**config.mk**
```make
export PLATFORM = sky130hd
export DESIGN_NAME = diag_limit_monitor
export DESIGN_NICKNAME = d
export VERILOG_FILES = /design/src/rtl/dlm_pkg.sv /design/src/rtl/dlm_cmp.sv /design/src/rtl/dlm_chan.sv /design/src/rtl/dlm_flag_reg.sv /design/src/rtl/diag_limit_monitor.sv
export SDC_FILE = /design/constraint.sdc
export NUM_CORES = 1
export LEC_CHECK = 0
export BUFFER_PORTS_ARGS = -buffer_cell sky130_fd_sc_hd__buf_2
export CAP_MARGIN = 5
export CELL_PAD_IN_SITES_DETAIL_PLACEMENT = 1
export CELL_PAD_IN_SITES_GLOBAL_PLACEMENT = 1
export CORE_MARGIN = 4
export CORE_UTILIZATION = 34
export DETAILED_ROUTE_END_ITERATION = 10
export PLACE_DENSITY = 0.91
export SETUP_SLACK_MARGIN = 0.02
export SLEW_MARGIN = 20
export SYNTH_ARGS = -nofsm -noshare
export SYNTH_HDL_FRONTEND = slang
export SYNTH_SLANG_ARGS = --single-unit
```
**constraint.sdc**
```tcl
create_clock -name clk_i -period 1 [get_ports clk_i]
set_input_delay 0.05 -clock clk_i [delete_from_list [all_inputs] [get_ports clk_i]]
set_output_delay 0.05 -clock clk_i [all_outputs]
set_load 0.02 [all_outputs]
```
**src/rtl/dlm_pkg.sv**
```systemverilog
package dlm_pkg;
  localparam int BYTE_W = 8;
  localparam int TEMP_W = 16;
  localparam int VCC_W  = 16;
  localparam int MGN_W  = 8;
  localparam int N_LVL  = 2;   // 0: alarm, 1: warning

  localparam int POS_T_HI = 7;
  localparam int POS_T_LO = 6;
  localparam int POS_V_HI = 5;
  localparam int POS_V_LO = 4;
  localparam int POS_M_LO = 5;

  localparam logic [TEMP_W-1:0] DEF_TEMP_HI_ALM = 16'h7300;
  localparam logic [TEMP_W-1:0] DEF_TEMP_LO_ALM = 16'hD800;
  localparam logic [TEMP_W-1:0] DEF_TEMP_HI_WRN = 16'h6900;
  localparam logic [TEMP_W-1:0] DEF_TEMP_LO_WRN = 16'hE700;
  localparam logic [VCC_W-1:0]  DEF_VCC_HI_ALM  = 16'h9858;
  localparam logic [VCC_W-1:0]  DEF_VCC_LO_ALM  = 16'h6978;
  localparam logic [VCC_W-1:0]  DEF_VCC_HI_WRN  = 16'h8DCC;
  localparam logic [VCC_W-1:0]  DEF_VCC_LO_WRN  = 16'h7404;
  localparam logic [MGN_W-1:0]  DEF_MGN_LO_ALM  = 8'h08;
  localparam logic [MGN_W-1:0]  DEF_MGN_LO_WRN  = 8'h12;

  typedef struct packed {
    logic t_hi;
    logic t_lo;
    logic v_hi;
    logic v_lo;
    logic m_lo;
  } lvl_flags_t;
endpackage

```
**src/rtl/dlm_cmp.sv**
```systemverilog
module dlm_cmp #(
  parameter int W          = 16,
  parameter bit SIGNED_CMP = 1'b1,
  parameter bit ABOVE      = 1'b1   // 1: val > lim, 0: val < lim
) (
  input  logic [W-1:0] val_i,
  input  logic [W-1:0] lim_i,
  output logic         hit_o
);
  logic gt, lt;

  generate
    if (SIGNED_CMP) begin : g_sgn
      assign gt = $signed(val_i) > $signed(lim_i);
      assign lt = $signed(val_i) < $signed(lim_i);
    end else begin : g_uns
      assign gt = val_i > lim_i;
      assign lt = val_i < lim_i;
    end
  endgenerate

  generate
    if (ABOVE) begin : g_above
      assign hit_o = gt;
    end else begin : g_below
      assign hit_o = lt;
    end
  endgenerate
endmodule

```
**src/rtl/dlm_chan.sv**
```systemverilog
module dlm_chan
  import dlm_pkg::*;
#(
  parameter int W          = 16,
  parameter bit SIGNED_CMP = 1'b1,
  parameter bit HAS_HIGH   = 1'b1,
  localparam int NDIR      = HAS_HIGH ? 2 : 1
) (
  input  logic [W-1:0]                    val_i,
  // [level][dir][bits], dir 0 = low limit, dir 1 = high limit
  input  logic [N_LVL-1:0][NDIR-1:0][W-1:0] lim_i,
  output logic [N_LVL-1:0][NDIR-1:0]        flag_o
);
  generate
    for (genvar l = 0; l < N_LVL; l++) begin : g_lvl
      for (genvar d = 0; d < NDIR; d++) begin : g_dir
        dlm_cmp #(
          .W         (W),
          .SIGNED_CMP(SIGNED_CMP),
          .ABOVE     (d == 1)
        ) i_cmp (
          .val_i(val_i),
          .lim_i(lim_i[l][d]),
          .hit_o(flag_o[l][d])
        );
      end
    end
  endgenerate
endmodule

```
**src/rtl/dlm_flag_reg.sv**
```systemverilog
module dlm_flag_reg
  import dlm_pkg::*;
(
  input  logic                   clk_i,
  input  logic                   rst_ni,
  input  logic                   sample_vld_i,
  input  lvl_flags_t [N_LVL-1:0] flags_d_i,
  output logic [N_LVL-1:0][BYTE_W-1:0] main_o,
  output logic [N_LVL-1:0][BYTE_W-1:0] aux_o
);
  lvl_flags_t [N_LVL-1:0] flags_q;

  always_ff @(posedge clk_i or negedge rst_ni) begin
    if (!rst_ni)           flags_q <= '0;
    else if (sample_vld_i) flags_q <= flags_d_i;
  end

  generate
    for (genvar l = 0; l < N_LVL; l++) begin : g_pack
      always_comb begin
        main_o[l]           = '0;
        main_o[l][POS_T_HI] = flags_q[l].t_hi;
        main_o[l][POS_T_LO] = flags_q[l].t_lo;
        main_o[l][POS_V_HI] = flags_q[l].v_hi;
        main_o[l][POS_V_LO] = flags_q[l].v_lo;
        aux_o[l]            = '0;
        aux_o[l][POS_M_LO]  = flags_q[l].m_lo;
      end
    end
  endgenerate

  assert_hold_R9: assert property (@(posedge clk_i) disable iff (!rst_ni)
    !sample_vld_i |=> $stable(main_o) && $stable(aux_o));
endmodule

```
**src/rtl/diag_limit_monitor.sv**
```systemverilog
module diag_limit_monitor
  import dlm_pkg::*;
(
  input  logic              clk_i,
  input  logic              rst_ni,
  input  logic              sample_vld_i,
  input  logic [TEMP_W-1:0] temp_i,
  input  logic [VCC_W-1:0]  vcc_i,
  input  logic [MGN_W-1:0]  margin_i,
  input  logic [TEMP_W-1:0] temp_hi_alm_i,
  input  logic [TEMP_W-1:0] temp_lo_alm_i,
  input  logic [TEMP_W-1:0] temp_hi_wrn_i,
  input  logic [TEMP_W-1:0] temp_lo_wrn_i,
  input  logic [VCC_W-1:0]  vcc_hi_alm_i,
  input  logic [VCC_W-1:0]  vcc_lo_alm_i,
  input  logic [VCC_W-1:0]  vcc_hi_wrn_i,
  input  logic [VCC_W-1:0]  vcc_lo_wrn_i,
  input  logic [MGN_W-1:0]  mgn_lo_alm_i,
  input  logic [MGN_W-1:0]  mgn_lo_wrn_i,
  output logic [BYTE_W-1:0] alarm_main_o,
  output logic [BYTE_W-1:0] alarm_aux_o,
  output logic [BYTE_W-1:0] warn_main_o,
  output logic [BYTE_W-1:0] warn_aux_o
);
  localparam int LVL_ALM = 0;
  localparam int LVL_WRN = 1;

  logic [N_LVL-1:0][1:0][TEMP_W-1:0] temp_lim;
  logic [N_LVL-1:0][1:0][VCC_W-1:0]  vcc_lim;
  logic [N_LVL-1:0][0:0][MGN_W-1:0]  mgn_lim;
  logic [N_LVL-1:0][1:0]             temp_hit, vcc_hit;
  logic [N_LVL-1:0][0:0]             mgn_hit;
  lvl_flags_t [N_LVL-1:0]            flags_d;
  logic [N_LVL-1:0][BYTE_W-1:0]      main_b, aux_b;

  assign temp_lim[LVL_ALM] = {temp_hi_alm_i, temp_lo_alm_i};
  assign temp_lim[LVL_WRN] = {temp_hi_wrn_i, temp_lo_wrn_i};
  assign vcc_lim[LVL_ALM]  = {vcc_hi_alm_i, vcc_lo_alm_i};
  assign vcc_lim[LVL_WRN]  = {vcc_hi_wrn_i, vcc_lo_wrn_i};
  assign mgn_lim[LVL_ALM]  = mgn_lo_alm_i;
  assign mgn_lim[LVL_WRN]  = mgn_lo_wrn_i;

  dlm_chan #(.W(TEMP_W), .SIGNED_CMP(1'b1), .HAS_HIGH(1'b1)) i_temp (
    .val_i(temp_i), .lim_i(temp_lim), .flag_o(temp_hit)
  );

  dlm_chan #(.W(VCC_W), .SIGNED_CMP(1'b0), .HAS_HIGH(1'b1)) i_vcc (
    .val_i(vcc_i), .lim_i(vcc_lim), .flag_o(vcc_hit)
  );

  dlm_chan #(.W(MGN_W), .SIGNED_CMP(1'b1), .HAS_HIGH(1'b0)) i_mgn (
    .val_i(margin_i), .lim_i(mgn_lim), .flag_o(mgn_hit)
  );

  generate
    for (genvar l = 0; l < N_LVL; l++) begin : g_flags
      assign flags_d[l] = '{t_hi: temp_hit[l][1], t_lo: temp_hit[l][0],
                            v_hi: vcc_hit[l][1],  v_lo: vcc_hit[l][0],
                            m_lo: mgn_hit[l][0]};
    end
  endgenerate

  dlm_flag_reg i_flags (
    .clk_i       (clk_i),
    .rst_ni      (rst_ni),
    .sample_vld_i(sample_vld_i),
    .flags_d_i   (flags_d),
    .main_o      (main_b),
    .aux_o       (aux_b)
  );

  assign alarm_main_o = main_b[LVL_ALM];
  assign alarm_aux_o  = aux_b[LVL_ALM];
  assign warn_main_o  = main_b[LVL_WRN];
  assign warn_aux_o   = aux_b[LVL_WRN];

  assert_temp_hi_R2: assert property (@(posedge clk_i) disable iff (!rst_ni)
    sample_vld_i && ($signed(temp_i) > $signed(temp_hi_alm_i)) |=> alarm_main_o[POS_T_HI]);

  assert_vcc_lo_R5: assert property (@(posedge clk_i) disable iff (!rst_ni)
    sample_vld_i && (vcc_i < vcc_lo_alm_i) |=> alarm_main_o[POS_V_LO]);

  assert_mgn_clear_R6: assert property (@(posedge clk_i) disable iff (!rst_ni)
    sample_vld_i && ($signed(margin_i) >= $signed(mgn_lo_wrn_i)) |=> !warn_aux_o[POS_M_LO]);
endmodule

```
Word-level counts from Yosys, hierarchy flattened:

Cells that the tools add are included.

* magnitude comparators: 10

Operator list (count)
* $gt A16 B16 Y1: 4
* $lt A16 B16 Y1: 4
* $lt A8 B8 Y1: 2

* output and inout port bits: 32
* flip-flop bits (word level): 10
* input port bits: 187

Logic depth before layout (Yosys ltp):

* depth after elaboration: 1
* mapped depth: 8
* mapped depth without buffers: 8

Hierarchy:

From an unflattened synthesis, not the netlist that was laid out.

* cell total of the unflattened synthesis: 522
* area, all modules: 4103.9 sq um

By module, submodules not included
* dlm_cmp at i_temp.g_lvl[0].g_dir[1].i_cmp ...: seq. area each 0.0 sq um, instances 2, cells each 58, area an instance 416.6 sq um
* dlm_cmp at i_vcc.g_lvl[0].g_dir[1].i_cmp ...: seq. area each 0.0 sq um, instances 2, cells each 56, area an instance 406.6 sq um
* dlm_cmp at i_temp.g_lvl[0].g_dir[0].i_cmp ...: seq. area each 0.0 sq um, instances 2, cells each 50, area an instance 380.4 sq um
* dlm_cmp at i_vcc.g_lvl[0].g_dir[0].i_cmp ...: seq. area each 0.0 sq um, instances 2, cells each 52, area an instance 375.4 sq um
* dlm_flag_reg: seq. area each 250.2 sq um, instances 1, cells each 44, area an instance 580.6 sq um
* dlm_cmp at i_mgn.g_lvl[0].g_dir[0].i_cmp ...: seq. area each 0.0 sq um, instances 2, cells each 23, area an instance 182.7 sq um

Worst setup path before layout:

No wires, ideal clock.

* path kind: input to register
* from: in temp_hi_wrn_i[14]
* to: reg i_flags.flags_q (netlist bit i_flags.main_o[15])
* buffers on the path: 0
* setup time: 0.126 ns
* stages: 8
* data required time: 0.874 ns
* slack: -0.407 ns
* data arrival time: 1.281 ns
* cells stage by stage: inv_1 > ha_1 > nand3_1 > or3_4 > a211oi_2 > nor3_1 > mux2i_1 > o2bb2ai_1

* word-level cells in the longest chain between the ends: 1

RTL lines
* start, declared: line diag_limit_monitor.sv:12 `input logic [TEMP_W-1:0] temp_hi_wrn_i,`
* $gt A16 B16 Y1: line dlm_cmp.sv:14 `assign gt = $signed(val_i) > $signed(lim_i);`
* end signal, assigned: line dlm_flag_reg.sv:15 `else if (sample_vld_i) flags_q <= flags_d_i;`
* end, declared: line dlm_flag_reg.sv:11 `lvl_flags_t [N_LVL-1:0] flags_q;`

Every way passes these cells.
A chain may end at the register's enable or synchronous reset.

Worst setup path after layout:

* from: in temp_hi_alm_i[5]
* to: reg i_flags.flags_q (netlist bit i_flags.main_o[7])

* word-level cells in the longest chain between the ends: 1

RTL lines
* start, declared: line diag_limit_monitor.sv:10 `input logic [TEMP_W-1:0] temp_hi_alm_i,`
* $gt A16 B16 Y1: line dlm_cmp.sv:14

Every way passes these cells.

==> results.toml <==
[synthesis]
netlist_area_sq_um = 4020
ys.warnings.count = 0
async_reset_ff_share_pct = 100
ys_ff_latch = 10
synth.distinct_cells = 41
synth_edf_count = 0
avgSynthCellArea_sq_um = 7.50
synth_seq_area_share_pct = 6.23
synth_cells = 536
ys.flop_type = "dfrtp_1"

[clocking]
htreeDepth = 1
clock_sinks = 10
insertion_delay_ns = 0.24
cts_buffers = 3
cts_buffer_depth = 2
cts_tree = "built"
clk_pin_slew_worst_paths_ns = 0.04
root_buffer = "clkbuf_16"

[sta]
slew_violations = 0
setup_viol = 8
setup_tns_ns = -1.98
finalHoldViolations = 0
hold_slack_ns = 0.172
setup_slack_ns = -0.422
min_period_ns = 1.42
fin_skew_ns = 0
period_share_pct = 142
timing.fmax_mhz = 703
rsz0062_at_grt = "yes"

[finish]
drive_gt1_share_pct = 49.4
n_antenna_cell = 0
fin_cells = 929
syn_to_final_growth_pct = 71.8
finalNetCount = 1113

[floorplanning]
fp.dieW_microns = 117
fp.dieArea_sq_um = 13600
fp.dieH_microns = 117
start_util_pct = 34.9
core-area_sq_um = 11500
io_pins = 219
rows = 39

[drt]
avgViaCountPerCell = 5.35
vias = 4967
wirelength_microns = 19400
drtIter0Drc = 202
drc_errors = 0
routedWlPerCell_microns = 20.9
first_pass_iters = 4
final_antenna_net_count = 0

[setup_path]
cp-start-kind = "primary input"
end_kind = "flop"
path_class = "primary input to flop"
reg2reg_slack_ns = 0.25
arrival_ns = 1.54
cp_max_fo = 2
worstPathRequired_ns = 1.11
rr_worst_depth = 2

[grt]
antenna_found_initial = 0
grtUsageMet3_pct = 4.66
overflow = 0
met2_usage_pct = 53.3
grt_max_degree = 13
grtUsageTotal_pct = 26.5
grt_pass1_vias = 5685
grt_pass1_wl_microns = 27900
busiest_layer = "met2"
globalRouteMet1Util_pct = 25.3

[pwr]
ir_drop_uv = 312
p_per_area_nw_per_um2 = 650
p_total_w = 0.00449
leakagePower_nw = 3.71

[place]
dp.cells = 921
port_buffers = 196
place_hpwl_microns = 14500
routabilityCongestion = 0.927
dp_slack_ns = -0.635

[run]
max_cap_violations = 0

[outcome]
violations = "setup timing"
outcome = "finished, violations left"

[hold_path]
hp-class = "primary input to flop"
worstHoldPathCells = 3
## path summary, 6_finish.rpt
check	start	end
max in group asynchronous	rst_ni	i_flags.main_o[5]
min	margin_i[5]	i_flags.aux_o[5]
min in group asynchronous	rst_ni	i_flags.main_o[4]
max reg2reg	i_flags.main_o[7]	i_flags.main_o[7]
max	temp_hi_alm_i[5]	i_flags.main_o[7]
min reg2reg	i_flags.main_o[12]	i_flags.main_o[12]
## cells in the final DEF, fill, tap and decap left out, types with 5 or more instances in the layout
cell,n
buf_6,18
ha_1,84
ha_4,52
buf_2,160
a21oi_2,13
o21ai_1,9
inv_12,7
o21ai_0,7
nand2b_1,9
buf_8,11
dfrtp_1,10
nand2_1,13
nand3_2,5
inv_4,11
inv_2,8
a21o_1,22
a21oi_1,28
nor2_1,12
conb_1,22
nand4_1,15
nand3_1,7
inv_1,112
nor2b_1,9
buf_4,58
o21ai_2,7
## state kept, by name, summed over array words and instances, names as in the netlist
name / cells
i_flags.aux_o: 2
i_flags.main_o: 8
## layout make-up
class / instances / area (sq um)
flip-flops and latches: 10 / 250
well taps: 143 / 179
multi-input cells: 382 / 4080
fillers: 1372 / 4610
clock buffers: 3 / 75.1
repair buffers: 250 / 1650
inverters: 141 / 662
## metrics by stage
step	utilization [%]	area, sq um
final	59.9	6900
after global routing	59.9	6900
after CTS	58.2	6700
after detailed placement	52.1	6000
after global placement	52.1	6000
after floorplan	-	4650
## worst max-delay path: stages
cell and delay, ns:
buf_8 0.10, inv_6 0.05, ha_4 0.21, a211oi_4 0.29, nor2_4 0.10, nor4b_4 0.34
o22ai_2 0.13, mux2i_1 0.17, a21oi_1 0.08
## routing by layer
metal / wire length [microns] / part of all wire, %
met1: 6570 / 34
met4: 1180 / 6.1
met2: 10400 / 54
met5: 0 / 0
met3: 1250 / 6.4
## kinds of logic (layout without fill, tap and decap cells)
group | Yosys count | count (layout) | share of synthesized area (%)
AOI/OAI and AO/OA | 125 | 125 | 19.7
buffers and inverters | 165 | 394 | 17.5
DFF | 10 | 10 | 6.23
adders and majority gates | 138 | 138 | 43.0
and+or+nand+nor | 95 | 95 | 13.1
muxes | 2 | 2 | 0.498
other | 1 | 22 | 0.0933
## power breakdown
part           switching (W)  internal (W)
Combinational        0.00169       0.00158
Sequential         0.0000365      0.000467
Clock               0.000195      0.000520
Total                0.00192       0.00257
## cells in the mapped netlist, types with 3 or more instances
| cell | count | area, sq um |
|---|---|---|
| a211o_1 | 3 | 26.3 |
| a211oi_1 | 7 | 52.6 |
| a21o_1 | 22 | 165 |
| a21oi_1 | 43 | 215 |
| a31oi_1 | 4 | 25.0 |
| and3_1 | 3 | 18.8 |
| buf_4 | 22 | 165 |
| dfrtp_1 | 10 | 250 |
| ha_1 | 138 | 1730 |
| inv_1 | 141 | 529 |
| nand2_1 | 13 | 48.8 |
| nand2b_1 | 9 | 56.3 |
| nand3_1 | 13 | 65.1 |
| nand4_1 | 15 | 93.8 |
| nor2_1 | 13 | 48.8 |
| nor2b_1 | 11 | 68.8 |
| nor3_1 | 6 | 30.0 |
| o21a_1 | 4 | 30.0 |
| o21ai_0 | 15 | 75.1 |
| o21ai_1 | 8 | 40.0 |
| o31ai_1 | 4 | 30.0 |
## repair_timing
action,in CTS,in global routing
resized for setup,124,40
pin swaps,33,24
endpoints found under the setup margin,8,9
setup buffers,2,3
hold endpoints to repair,10,0
cloned,0,0
hold buffers,1,0
No activity file was read; power rests on OpenSTA's default activity.
